**config.mk**
```make
export PLATFORM = sky130hd
export DESIGN_NAME = intc_shared_pin
export DESIGN_NICKNAME = d
export VERILOG_FILES = /design/src/rtl/irq_pkg.sv /design/src/rtl/intc_status_bank.sv /design/src/rtl/intc_wake_detect.sv /design/src/rtl/intc_regfile.sv /design/src/rtl/intc_pin_drive.sv /design/src/rtl/intc_shared_pin.sv
export SDC_FILE = /design/constraint.sdc
export NUM_CORES = 1
export LEC_CHECK = 0
export CORE_UTILIZATION = 55
export DETAILED_ROUTE_END_ITERATION = 6
export DONT_BUFFER_PORTS = 1
export PLACE_DENSITY_LB_ADDON = 0.05
export SYNTH_ARGS = -nofsm -noshare
export SYNTH_HDL_FRONTEND = slang
export SYNTH_SLANG_ARGS = --single-unit
export TNS_END_PERCENT = 1
```
**constraint.sdc**
```tcl
create_clock -name clk -period 1.3 [get_ports clk]
set_clock_uncertainty 0.15 [all_clocks]
set_input_delay 0.26 -clock clk [delete_from_list [all_inputs] [get_ports clk]]
set_output_delay 0.26 -clock clk [all_outputs]
set_load 0.02 [all_outputs]
```
**src/rtl/irq_pkg.sv**
```systemverilog
package irq_pkg;
  // Register addresses decoded by the host driver
  localparam int A_CFG   = 'h05;
  localparam int A_RX_EN = 'h07;
  localparam int A_RX_ST = 'h08;
  localparam int A_TX_EN = 'h0D;
  localparam int A_TX_ST = 'h0E;
  localparam int A_WK_EN = 'h1C;
  localparam int A_WK_ST = 'h1D;

  typedef enum logic [1:0] {
    RATE_NORM  = 2'b00,
    RATE_64    = 2'b01,
    RATE_32DDR = 2'b10,
    RATE_32    = 2'b11
  } rate_e;
endpackage

```
**src/rtl/intc_status_bank.sv**
```systemverilog
module intc_status_bank #(
  parameter int W = 4
) (
  input  logic         clk,
  input  logic         rst_n,
  input  logic [W-1:0] evt,
  input  logic         clr,
  output logic [W-1:0] stat
);
  logic [W-1:0] stat_d;

  // Set has priority over a clearing read, bit by bit
  for (genvar i = 0; i < W; i++) begin : gen_bit
    always_comb begin
      if (evt[i])   stat_d[i] = 1'b1;
      else if (clr) stat_d[i] = 1'b0;
      else          stat_d[i] = stat[i];
    end
  end

  always_ff @(posedge clk or negedge rst_n) begin
    if (!rst_n) stat <= '0;
    else        stat <= stat_d;
  end

  AST_EVT_STICKS: assert property (@(posedge clk) disable iff (!rst_n)
    (evt != '0) |=> ((stat & $past(evt)) == $past(evt)));
  AST_CLR_EMPTIES: assert property (@(posedge clk) disable iff (!rst_n)
    (clr && evt == '0) |=> (stat == '0));
  AST_HOLD_IDLE: assert property (@(posedge clk) disable iff (!rst_n)
    (!clr && evt == '0) |=> $stable(stat));
endmodule

```
**src/rtl/intc_wake_detect.sv**
```systemverilog
module intc_wake_detect (
  input  logic clk,
  input  logic rst_n,
  input  logic osc_ready,
  input  logic clr,
  output logic pend
);
  logic osc_q;
  logic rise;
  logic pend_d;

  assign rise = osc_ready & ~osc_q;

  always_comb begin
    if (rise)     pend_d = 1'b1;
    else if (clr) pend_d = 1'b0;
    else          pend_d = pend;
  end

  always_ff @(posedge clk or negedge rst_n) begin
    if (!rst_n) begin
      osc_q <= 1'b0;
      pend  <= 1'b0;
    end else begin
      osc_q <= osc_ready;
      pend  <= pend_d;
    end
  end

  AST_WAKE_ON_RISE: assert property (@(posedge clk) disable iff (!rst_n)
    $rose(osc_ready) |=> pend);
  AST_WAKE_CLEAR: assert property (@(posedge clk) disable iff (!rst_n)
    (clr && !osc_ready) |=> !pend);
endmodule

```
**src/rtl/intc_regfile.sv**
```systemverilog
module intc_regfile #(
  parameter int ADDR_W = 5,
  parameter int DATA_W = 8,
  parameter int TX_N   = 4,
  parameter int RX_N   = 8
) (
  input  logic              clk,
  input  logic              rst_n,
  input  logic [ADDR_W-1:0] bus_addr,
  input  logic [DATA_W-1:0] bus_wdata,
  input  logic              bus_wr,
  input  logic              bus_rd,
  input  logic [RX_N-1:0]   rx_stat,
  input  logic [TX_N-1:0]   tx_stat,
  input  logic              wk_pend,
  output logic [RX_N-1:0]   rx_en,
  output logic [TX_N-1:0]   tx_en,
  output logic              wk_en,
  output logic              pol,
  output logic              clr_rx,
  output logic              clr_tx,
  output logic              clr_wk,
  output logic [DATA_W-1:0] bus_rdata
);
  import irq_pkg::*;

  logic sel_cfg, sel_rx_en, sel_rx_st, sel_tx_en, sel_tx_st, sel_wk_en, sel_wk_st;
  logic [RX_N-1:0]   rx_en_d;
  logic [TX_N-1:0]   tx_en_d;
  logic              wk_en_d, pol_d;
  logic [DATA_W-1:0] rd_mux, rdata_d;

  assign sel_cfg   = (bus_addr == ADDR_W'(A_CFG));
  assign sel_rx_en = (bus_addr == ADDR_W'(A_RX_EN));
  assign sel_rx_st = (bus_addr == ADDR_W'(A_RX_ST));
  assign sel_tx_en = (bus_addr == ADDR_W'(A_TX_EN));
  assign sel_tx_st = (bus_addr == ADDR_W'(A_TX_ST));
  assign sel_wk_en = (bus_addr == ADDR_W'(A_WK_EN));
  assign sel_wk_st = (bus_addr == ADDR_W'(A_WK_ST));

  assign clr_rx = bus_rd & sel_rx_st;
  assign clr_tx = bus_rd & sel_tx_st;
  assign clr_wk = bus_rd & sel_wk_st;

  always_comb begin
    rx_en_d = rx_en;
    tx_en_d = tx_en;
    wk_en_d = wk_en;
    pol_d   = pol;
    if (bus_wr) begin
      if (sel_rx_en) rx_en_d = bus_wdata[RX_N-1:0];
      if (sel_tx_en) tx_en_d = bus_wdata[TX_N-1:0];
      if (sel_wk_en) wk_en_d = bus_wdata[0];
      if (sel_cfg)   pol_d   = bus_wdata[0];
    end
  end

  always_comb begin
    rd_mux = '0;
    if (sel_rx_en)      rd_mux = DATA_W'(rx_en);
    else if (sel_rx_st) rd_mux = DATA_W'(rx_stat);
    else if (sel_tx_en) rd_mux = DATA_W'(tx_en);
    else if (sel_tx_st) rd_mux = DATA_W'(tx_stat);
    else if (sel_wk_en) rd_mux = DATA_W'(wk_en);
    else if (sel_wk_st) rd_mux = DATA_W'(wk_pend);
    else if (sel_cfg)   rd_mux = DATA_W'(pol);
    rdata_d = bus_rd ? rd_mux : bus_rdata;
  end

  always_ff @(posedge clk or negedge rst_n) begin
    if (!rst_n) begin
      rx_en     <= '0;
      tx_en     <= '0;
      wk_en     <= 1'b0;
      pol       <= 1'b0;
      bus_rdata <= '0;
    end else begin
      rx_en     <= rx_en_d;
      tx_en     <= tx_en_d;
      wk_en     <= wk_en_d;
      pol       <= pol_d;
      bus_rdata <= rdata_d;
    end
  end

  AST_RDATA_HOLD: assert property (@(posedge clk) disable iff (!rst_n)
    !bus_rd |=> $stable(bus_rdata));
  AST_EN_KEPT: assert property (@(posedge clk) disable iff (!rst_n)
    !bus_wr |=> $stable(rx_en) && $stable(tx_en) && $stable(wk_en));
endmodule

```
**src/rtl/intc_pin_drive.sv**
```systemverilog
module intc_pin_drive #(
  parameter int TX_N = 4,
  parameter int RX_N = 8
) (
  input  logic            clk,
  input  logic            rst_n,
  input  logic            tx_mode,
  input  logic            pol,
  input  logic [TX_N-1:0] tx_stat,
  input  logic [TX_N-1:0] tx_en,
  input  logic [RX_N-1:0] rx_stat,
  input  logic [RX_N-1:0] rx_en,
  input  logic            wk_pend,
  input  logic            wk_en,
  output logic            irq_pin,
  output logic            irq_oe
);
  logic tx_hit, rx_hit, wk_hit;
  logic irq_d, irq_q;

  assign tx_hit = |(tx_stat & tx_en);
  assign rx_hit = |(rx_stat & rx_en);
  assign wk_hit = wk_pend & wk_en;

  always_comb begin
    irq_d = wk_hit;
    if (tx_mode) irq_d = irq_d | tx_hit;
    else         irq_d = irq_d | rx_hit;
  end

  always_ff @(posedge clk or negedge rst_n) begin
    if (!rst_n) irq_q <= 1'b0;
    else        irq_q <= irq_d;
  end

  // Driven level is fixed by polarity; only the enable toggles
  assign irq_oe  = irq_q;
  assign irq_pin = pol;

  AST_WAKE_UNGATED: assert property (@(posedge clk) disable iff (!rst_n)
    wk_hit |=> irq_oe);
  AST_RX_BLOCKED_IN_TX: assert property (@(posedge clk) disable iff (!rst_n)
    (tx_mode && !wk_hit && !tx_hit) |=> !irq_oe);
  AST_TX_BLOCKED_IN_RX: assert property (@(posedge clk) disable iff (!rst_n)
    (!tx_mode && !wk_hit && !rx_hit) |=> !irq_oe);
endmodule

```
**src/rtl/intc_shared_pin.sv**
```systemverilog
module intc_shared_pin #(
  parameter int ADDR_W = 5,
  parameter int DATA_W = 8,
  parameter int TX_N   = 4,
  parameter int LANE_N = 4
) (
  input  logic                clk,
  input  logic                rst_n,
  input  logic [ADDR_W-1:0]   bus_addr,
  input  logic [DATA_W-1:0]   bus_wdata,
  input  logic                bus_wr,
  input  logic                bus_rd,
  output logic [DATA_W-1:0]   bus_rdata,
  input  logic [TX_N-1:0]     tx_evt,
  input  logic [2*LANE_N-1:0] rx_evt,
  input  logic                tx_mode,
  input  logic [1:0]          rate_mode,
  input  logic                osc_ready,
  output logic                irq_pin,
  output logic                irq_oe
);
  import irq_pkg::*;

  localparam int RX_N  = 2 * LANE_N;
  localparam int LANES = 2;

  logic [1:0]      rst_sync;
  logic            rst_s_n;
  logic            b_block;
  logic [RX_N-1:0] rx_evt_ok;
  logic [RX_N-1:0] rx_stat, rx_en;
  logic [TX_N-1:0] tx_stat, tx_en;
  logic            wk_pend, wk_en, pol;
  logic            clr_rx, clr_tx, clr_wk;

  // Asynchronous assertion, synchronous release
  always_ff @(posedge clk or negedge rst_n) begin
    if (!rst_n) rst_sync <= 2'b00;
    else        rst_sync <= {rst_sync[0], 1'b1};
  end
  assign rst_s_n = rst_sync[1];

  assign b_block = (rate_mode == RATE_64) || (rate_mode == RATE_32DDR);

  for (genvar g = 0; g < LANES; g++) begin : gen_lane
    if (g == 0) begin : g_a
      assign rx_evt_ok[g*LANE_N +: LANE_N] = rx_evt[g*LANE_N +: LANE_N];
    end else begin : g_b
      assign rx_evt_ok[g*LANE_N +: LANE_N] =
        b_block ? '0 : rx_evt[g*LANE_N +: LANE_N];
    end
  end

  intc_status_bank #(.W(RX_N)) u_rx_bank (
    .clk(clk), .rst_n(rst_s_n), .evt(rx_evt_ok), .clr(clr_rx), .stat(rx_stat));

  intc_status_bank #(.W(TX_N)) u_tx_bank (
    .clk(clk), .rst_n(rst_s_n), .evt(tx_evt), .clr(clr_tx), .stat(tx_stat));

  intc_wake_detect u_wake (
    .clk(clk), .rst_n(rst_s_n), .osc_ready(osc_ready), .clr(clr_wk), .pend(wk_pend));

  intc_regfile #(.ADDR_W(ADDR_W), .DATA_W(DATA_W), .TX_N(TX_N), .RX_N(RX_N)) u_regs (
    .clk(clk), .rst_n(rst_s_n), .bus_addr(bus_addr), .bus_wdata(bus_wdata),
    .bus_wr(bus_wr), .bus_rd(bus_rd), .rx_stat(rx_stat), .tx_stat(tx_stat),
    .wk_pend(wk_pend), .rx_en(rx_en), .tx_en(tx_en), .wk_en(wk_en), .pol(pol),
    .clr_rx(clr_rx), .clr_tx(clr_tx), .clr_wk(clr_wk), .bus_rdata(bus_rdata));

  intc_pin_drive #(.TX_N(TX_N), .RX_N(RX_N)) u_pin (
    .clk(clk), .rst_n(rst_s_n), .tx_mode(tx_mode), .pol(pol),
    .tx_stat(tx_stat), .tx_en(tx_en), .rx_stat(rx_stat), .rx_en(rx_en),
    .wk_pend(wk_pend), .wk_en(wk_en), .irq_pin(irq_pin), .irq_oe(irq_oe));

  AST_LANE_B_SILENT: assert property (@(posedge clk) disable iff (!rst_s_n)
    (b_block && rx_stat[RX_N-1:LANE_N] == '0) |=> (rx_stat[RX_N-1:LANE_N] == '0));
endmodule

```
==> results by group, run 1 <==
Pwr
  – P_int: roughly 0.0019 W
  – PD cells: between 1000 and 1500 nW/µm²
  – Sw frac: 0.267
  – Comb power frac: 0.186
  – Net switching power: slightly below 0.0007 W
  – Sequential power share: 0.568
  – Clock share of power: 0.246
  – Leak pwr: 1.01 nW
  – Peak supply drop: between 0.8 and 0.9 mV

Logic synthesis
  – EDFF count, synth: 0
  – Area contributors post-synth: dfrtp_1, mux2_2, a21o_1, a22o_1, a21oi_1
  – Yosys warning total: 0
  – Register bit total from synthesis: 39
  – Yosys top cell by area: dfrtp_1
  – Seq/Total Area, Yosys: 0.552
  – Cells after Synth: approximately 160
  – Synth Area per Inst: roughly 11 µm²
  – Cell Area, Synth: between 1500 and 2000 µm²
  – Main synth FF type: dfrtp_1
  – Post-synthesis async set-or-reset flop share: 1.00
  – Most common cell in the netlist: dfrtp_1
  – Top-area cell type share of the netlist area: 0.552
  – Synth cell types: 38
  – Most instantiated cells after synthesis: dfrtp_1, mux2_2, nor2_1
  – Syn Nets: 190

Floorplan
  – Starting Density: 0.579
  – # IOs: 43
  – Chip width: 58.7 µm
  – Die height: ~60 µm
  – Row cnt: 20
  – Die area: ~3400 µm²
  – Core Area: ~3000 µm²

Detailed routing
  – DRT antenna net count: 0
  – Via-to-Cell Ratio: 5.81
  – DR pass1 iterations: 4
  – WL final: 4.24 mm
  – Routed vias: around 1500
  – Wire length per cell: about 17 µm
  – DR iter-0 viols: 94
  – Drt drc: 0

Setup path
  – CP Class: flop to flop
  – Crit path buf inv count: 0
  – Crit path launch type: flop
  – Req. time, crit path: approximately 1.4 ns
  – CP top delay family: compound AO/OA/AOI/OAI gates
  – Crit end category: flop
  – CP cell instances: a222oi_1 > nand3_1 > a22o_1
  – Slowest stage delay, CP: 0.41 ns
  – Slowest cell on the critical path: a222oi_1
  – CP max FO: 2
  – Worst EP arrival: about 1.5 ns

Final layout
  – Ant. Diodes: 0
  – Finished Core Util: 0.780
  – Area Growth Syn to Fin: 34.7%
  – Share of cells above drive strength 1: 0.283
  – Final nets: ~250

Clock tree
  – Clk buf depth: 2
  – TritonCTS clock tree: yes
  – CTS Buf Count: 5
  – CTS Sinks: 39
  – Post-CTS Setup Bufs: 0
  – # hold bufs at CTS: 26
  – CTS clk-pin slew, worst paths: 0.11 ns
  – H-tree Lvls: 2
  – Root buffer cell: clkbuf_4
  – Clock Latency Late Sink: approximately 0.35 ns

Status
  – Failing checks: hold timing, setup timing
  – Status: finished, violations left

Global routing
  – Top Usage Layer GRT: met2
  – Met1 Usage GRT: 0.346
  – Grt met3 use: 0.0571
  – Gr usage total: 0.277
  – First-pass GRT wire length: a little under 7 mm
  – Largest net degree at the start of global routing: 38
  – Vias in the first global route: between 1000 and 1500
  – Initial antenna violation count: 0
  – M2 GR Usage: 0.468
  – Grt total ovfl: 0

STA
  – Final worst slack: -0.112 ns
  – # setup viols final: 2
  – Final Cycle Share: 1.09
  – Worst hold slack: -0.170 ns
  – Min Tclk post-route: between 1 and 1.5 ns
  – Fmax: just over 700 MHz
  – Fin. Hold Viols: 8
  – Slew Limit Fails: 0
  – RSZ-0062 raised after global routing: true

Hold path
  – Worst min path class: primary input to flop

Place
  – DP HPWL: 2.92 mm
  – Port Buffers: 0
  – Dpl ws: -0.174 ns
  – GPL Wtd Cong: 0.870

Flow run
  – MaxCap Viol Count: 0
## worst paths after layout
check                                startpoint  cells past startpoint  slack [ns]                  end
min in group asynchronous           rst_sync[1]                      1        0.08  u_regs.bus_rdata[2]
worst min-delay path                     bus_rd                      1       -0.17  u_regs.bus_rdata[4]
worst min register to register      rst_sync[1]                      1        0.08  u_regs.bus_rdata[2]
worst max register to register  u_regs.tx_en[3]                      3       -0.11         u_pin.irq_oe
max in group asynchronous                 rst_n                      2        0.37          rst_sync[1]
worst max-delay path            u_regs.tx_en[3]                      3       -0.11         u_pin.irq_oe
## kinds of logic after synthesis
logic type,synth area share
buffers and inverters,0.0241
DFF,0.552
muxes,0.0948
xor gates and xnor gates,0.00495
other,0.00212
AOI/OAI and AO/OA,0.169
and+or+nand+nor,0.153
## cell type report
type | instances | area [µm²]
Clock buffer | 6 | 51.3
Clock inverter | 1 | 5.00
Fill cell | 214 | 672
Inverter | 5 | 18.8
Multi-Input combinational cell | 108 | 796
Sequential cell | 39 | 976
Tap cell | 44 | 55.1
Timing Repair Buffer | 53 | 479
## sequential cells by signal, indices dropped and copies added, names as in the netlist
name and count:
u_regs.wk_en 1, u_regs.bus_rdata 8, u_tx_bank.stat 4, u_regs.tx_en 4, u_wake.pend 1, u_regs.pol 1
u_rx_bank.stat 8, u_pin.irq_oe 1, u_wake.osc_q 1, u_regs.rx_en 8, rst_sync 2
## metal layers
| layer | routed length, µm | vias to the layer above |
|---|---|---|
| li1 | - | 693 |
| met2 | 2200 | 53 |
| met3 | 289 | 7 |
| met1 | 1700 | 734 |
| met5 | 0 | - |
| met4 | 52 | 0 |
## worst reg2reg max path, stage by stage (launching register included)
cell and delay (ns):
dfrtp_1 0.40, a222oi_1 0.41, nand3_1 0.14, a22o_1 0.21
## cells in the final DEF (no fill, tap or decap), drive strengths merged
cell type / count
a211o: 1
a21o: 8
a21oi: 9
a221oi: 1
a222oi: 2
a22o: 6
a22oi: 4
a311o: 1
a31oi: 3
and3: 1
and3b: 1
buf: 27
clkbuf: 6
clkinv: 1
conb: 1
dfrtp: 39
dlygate4sd3: 26
inv: 5
mux2: 14
mux2i: 1
nand2: 10
nand2b: 3
nand3: 9
nand3b: 3
nand4b: 1
nor2: 12
nor3: 1
nor3b: 1
nor4: 3
nor4b: 1
o21ai: 2
o221ai: 1
o22ai: 3
o31ai: 1
or2: 2
or3b: 1
xnor2: 1
## power groups by stage
| stage | clock, W | combinational, W | sequential (W) |
|---|---|---|---|
| global route | 0.000690 | 0.000520 | 0.00148 |
| detailed placement | 0 | 0.000394 | 0.00148 |
| global placement | 0 | 0.000386 | 0.00147 |
| finish | 0.000632 | 0.000479 | 0.00146 |
| CTS | 0.000641 | 0.000473 | 0.00146 |
| floorplan | 0 | 0.000225 | 0.00149 |
## stage by stage
stage	instances	TNS, ns	instance area (µm²)	total power (W)
4_1_cts	256	-0.0966	2360	0.00257
5_1_grt	256	-0.293	2380	0.00269
3_5_place_dp	223	-3.01	2030	0.00187
6_report	256	-0.117	2380	0.00257
3_3_place_gp	223	-2.13	2030	0.00186
2_1_floorplan	157	-1.70	1790	0.00171
## repair_timing
item / CTS / global route
setup endpoints to repair: 3 / 6
pin swaps: 2 / 2
endpoints found under the hold margin: 39 / 8
resized for setup: 3 / 3
Power figures use the tool's default switching activity.
==> run 2, diff against run 1 <==
--- a/config.mk
+++ b/config.mk
@@ -11,5 +11,6 @@
 export PLACE_DENSITY_LB_ADDON = 0.05
 export SYNTH_ARGS = -nofsm -noshare
 export SYNTH_HDL_FRONTEND = slang
+export SYNTH_HIERARCHICAL = 1
 export SYNTH_SLANG_ARGS = --single-unit
 export TNS_END_PERCENT = 1
==> run 2 against run 1 <==
Compared with the run above: highest routed layer unchanged; synthesized cell count down 2.5%; the flow finishes with violations (hold timing); worst setup slack better by 0.11 ns; clock power up 32%; critical path type unchanged; utilization up 1.5 points; combinational power up 14%; critical path depth unchanged; cell count down 0.78%; sequential power about the same; sequential share of layout area down 1.8 points; wire length up 2.5%; first-iteration DRC count down 31%.
==> results by group, run 2 <==
Logic synthesis
  – Post-Synth XOR/XNOR Area: 0.00473 (-0.000224)
  – Multiplexer share of the synthesized area: 0.107 (+0.0119)
  – Synth Area in Compound Gates: 0.206 (+0.0369)
  – Cell Area, Synth: 1850 µm² (+4.7%)
  – Cells after Synth: 153 (-2.5%)
  – Area contributors post-synth: dfrtp_1, mux2_4, a21o_1, mux2_1, a22oi_1
  – Synth cell types: 42 (+11%)
  – Seq/Total Area, Yosys: 0.527 (-0.0250)
  – Yosys warning total: 6 (+6)
  – Register bit total from synthesis: 39 (unchanged)
  – Post-synthesis async set-or-reset flop share: 1.00 (unchanged)
  – Simple-gate share of the synthesized area: 0.130 (-0.0231)
  – Synth Area in Adders: 0 (unchanged)
  – Most instantiated cells after synthesis: dfrtp_1, a21o_1, nor2_1
  – Main synth FF type: dfrtp_1
  – Yosys top cell by area: dfrtp_1
  – Syn Nets: 186 (-2.1%)
  – Top-area cell type share of the netlist area: 0.527 (-0.0250)
  – Most common cell in the netlist: dfrtp_1
  – Synth Area per Inst: 12.1 µm² (+7.5%)
  – EDFF count, synth: 0 (unchanged)
  – Main combinational cell family by area after synthesis: compound AO/OA/AOI/OAI gates

Place
  – DP HPWL: 3.07 mm (+4.9%)
  – GPL Wtd Cong: 0.846 (-2.8%)
  – Port Buffers: 0 (unchanged)
  – Placed Cells: 217 (-2.7%)
  – Dpl ws: -0.220 ns (-0.0451 ns)

Setup path
  – Crit path launch type: flop
  – CP Class: flop to flop
  – Crit path to: u_pin/irq_oe
  – Req. time, crit path: 1.38 ns (about the same)
  – CP max FO: 2 (unchanged)
  – Terminus of the critical flop-to-flop path: u_pin/irq_oe
  – FF-to-FF setup slack: 0.002 ns (+0.11 ns)
  – Critical register-to-register path startpoint: u_regs/rx_en[1]
  – Worst r2r path cells: 3 (unchanged)
  – Worst EP arrival: 1.38 ns (-0.12 ns)
  – Crit end category: flop
  – Crit path launch: u_regs/rx_en[1]

Clock tree
  – TritonCTS clock tree: yes
  – CTS Sinks: 39 (unchanged)
  – CTS Buf Count: 5 (unchanged)
  – Clock Latency Late Sink: 0.34 ns (about the same)
  – # hold bufs at CTS: 26 (unchanged)
  – Root buffer cell: clkbuf_4
  – Clk buf depth: 2 (unchanged)
  – H-tree Lvls: 2 (unchanged)
  – CTS clk-pin slew, worst paths: 0.11 ns (about the same)

Final layout
  – Top Registers: u_regs/bus_rdata: 8 flops, u_regs/rx_en: 8 flops, u_rx_bank/stat: 8 flops
  – Commonest non-fill, non-tap cell in the layout: dfrtp_1
  – Final nets: 242 (-1.2%)
  – Commonest non-fill, non-tap cells in the layout: dfrtp_1, dlygate4sd3_1, buf_4
  – Finished Layout Cells: 254 (-0.78%)
  – Area Growth Syn to Fin: 34.3%
  – Share of cells above drive strength 1: 0.286 (+0.00270)
  – Ant. Diodes: 0 (unchanged)

Hold path
  – Worst min path class: primary input to flop

Global routing
  – Gr usage total: 0.270 (-0.00726)
  – First-pass GRT wire length: 6.96 mm (+0.51%)
  – Grt total ovfl: 0 (unchanged)
  – Vias in the first global route: 1501 (+2.7%)
  – Initial antenna violation count: 0 (unchanged)
  – Largest net degree at the start of global routing: 38 (unchanged)

Detailed routing
  – DRT antenna net count: 0 (unchanged)
  – Routed vias: 1483 (-0.27%)
  – Wire length per cell: 17.1 µm (+3.4%)
  – WL final: 4.35 mm (+2.5%)
  – Via-to-Cell Ratio: 5.84 (+0.52%)
  – Drt drc: 0 (unchanged)
  – DR iter-0 viols: 65 (-31%)
  – DR pass1 iterations: 4 (unchanged)

Pwr
  – Leak pwr: 1.07 nW (+6.0%)
  – Peak supply drop: 0.959 mV (+8.7%)
  – PD cells: 1150 nW/µm² (+6.5%)

STA
  – RSZ-0062 raised after global routing: true
  – Final worst slack: 0.00236 ns (+0.114 ns)
  – Min Tclk post-route: 1.30 ns (-0.114 ns)
  – Fmax: 771 MHz (+8.8%)
  – Final Cycle Share: 0.998 (-0.0879)
  – Final TNS setup: 0 ns (+0.117 ns)
  – # setup viols final: 0 (-2)
  – Worst hold slack: -0.0859 ns (+0.0839 ns)
  – Slew Limit Fails: 0 (unchanged)
  – Fin. Hold Viols: 9 (+1)

Flow run
  – MaxCap Viol Count: 0 (unchanged)

Floorplan
  – Die height: 60.0 µm (+2.3%)
  – Die area: 3600 µm² (+4.6%)
  – Row cnt: 20 (unchanged)
  – # IOs: 43 (unchanged)
  – Chip width: 60.0 µm (+2.3%)
  – Core Area: 3130 µm² (+2.5%)
  – Starting Density: 0.592 (+0.0129)

Status
  – Status: finished, violations left
  – Failing checks: hold timing
run 2: cell count changes after synthesis, sizes merged, moves of 5 or more:
cell / change
a21oi: -5
a22oi: +5
and2: +5
nand3: -7
a22o: -6
run 2: cell type report:
type	instances	area, µm²
timing repair buffer	53	479
multi-input combinational	104	868
tap	44	55.1
clock buffer	6	51.3
sequential	39	976
fill	205	641
clock inverter	2	35.0
inverter	6	22.5
run 2: what timing repair did:
| action | CTS | global route |
|---|---|---|
| pin swaps | 0 | 5 |
| endpoints found under the hold margin | 39 | 9 |
| buffers inserted | 1 | 2 |
| gates cloned | 0 | 0 |
| setup endpoints to repair | 2 | 5 |
| gates resized for setup | 2 | 4 |
run 2: routing by layer:
layer,GRT usage,part of all wire,up-vias
met5,0,0,-
met3,0.0671,0.053,7
met1,0.364,0.45,738
met4,0.110,0.018,0
li1,-,-,685
met2,0.417,0.48,53
run 2: stage by stage:
stage	utilization	cell area, µm²	power (W)
finish	0.795	2490	0.00286
global placement	0.666	2080	0.00191
CTS	0.782	2450	0.00284
global route	0.795	2490	0.00299
floorplan	-	1860	0.00176
detailed placement	0.666	2080	0.00193
run 2: power breakdown:
group	internal [W]	total (W)	switching [W]
Sequential	0.00134	0.00148	0.000141
Combinational	0.000339	0.000548	0.000209
Clock	0.000454	0.000837	0.000382
Total	0.00213	0.00286	0.000732
run 2: worst min path at each step:
stage,startpoint,slack [ns],to,depth (start not counted)
2_1_floorplan,rst_n,-0.19,rst_sync[0],0
3_3_place_gp,rst_n,-0.19,rst_sync[1],0
3_5_place_dp,rst_n,-0.19,rst_sync[1],0
4_1_cts,bus_rd,-0.1,u_regs/bus_rdata[6],2
5_1_grt,bus_rd,-0.11,u_regs/bus_rdata[5],2
6_report,bus_rd,-0.09,u_regs/bus_rdata[6],2
run 2: cell families after synthesis:
logic type / after synthesis
AO/OA/AOI/OAI: 47
flip-flops: 39
AND/OR/NAND/NOR: 40
buffers and inverters: 10
multiplexers: 15
other: 1
XOR/XNOR: 1
run 2: critical path, stage by stage, from the launching register on:
cell and delay [ns]:
dfrtp_1 0.42, a22oi_2 0.22, a41oi_2 0.14, a221o_1 0.27
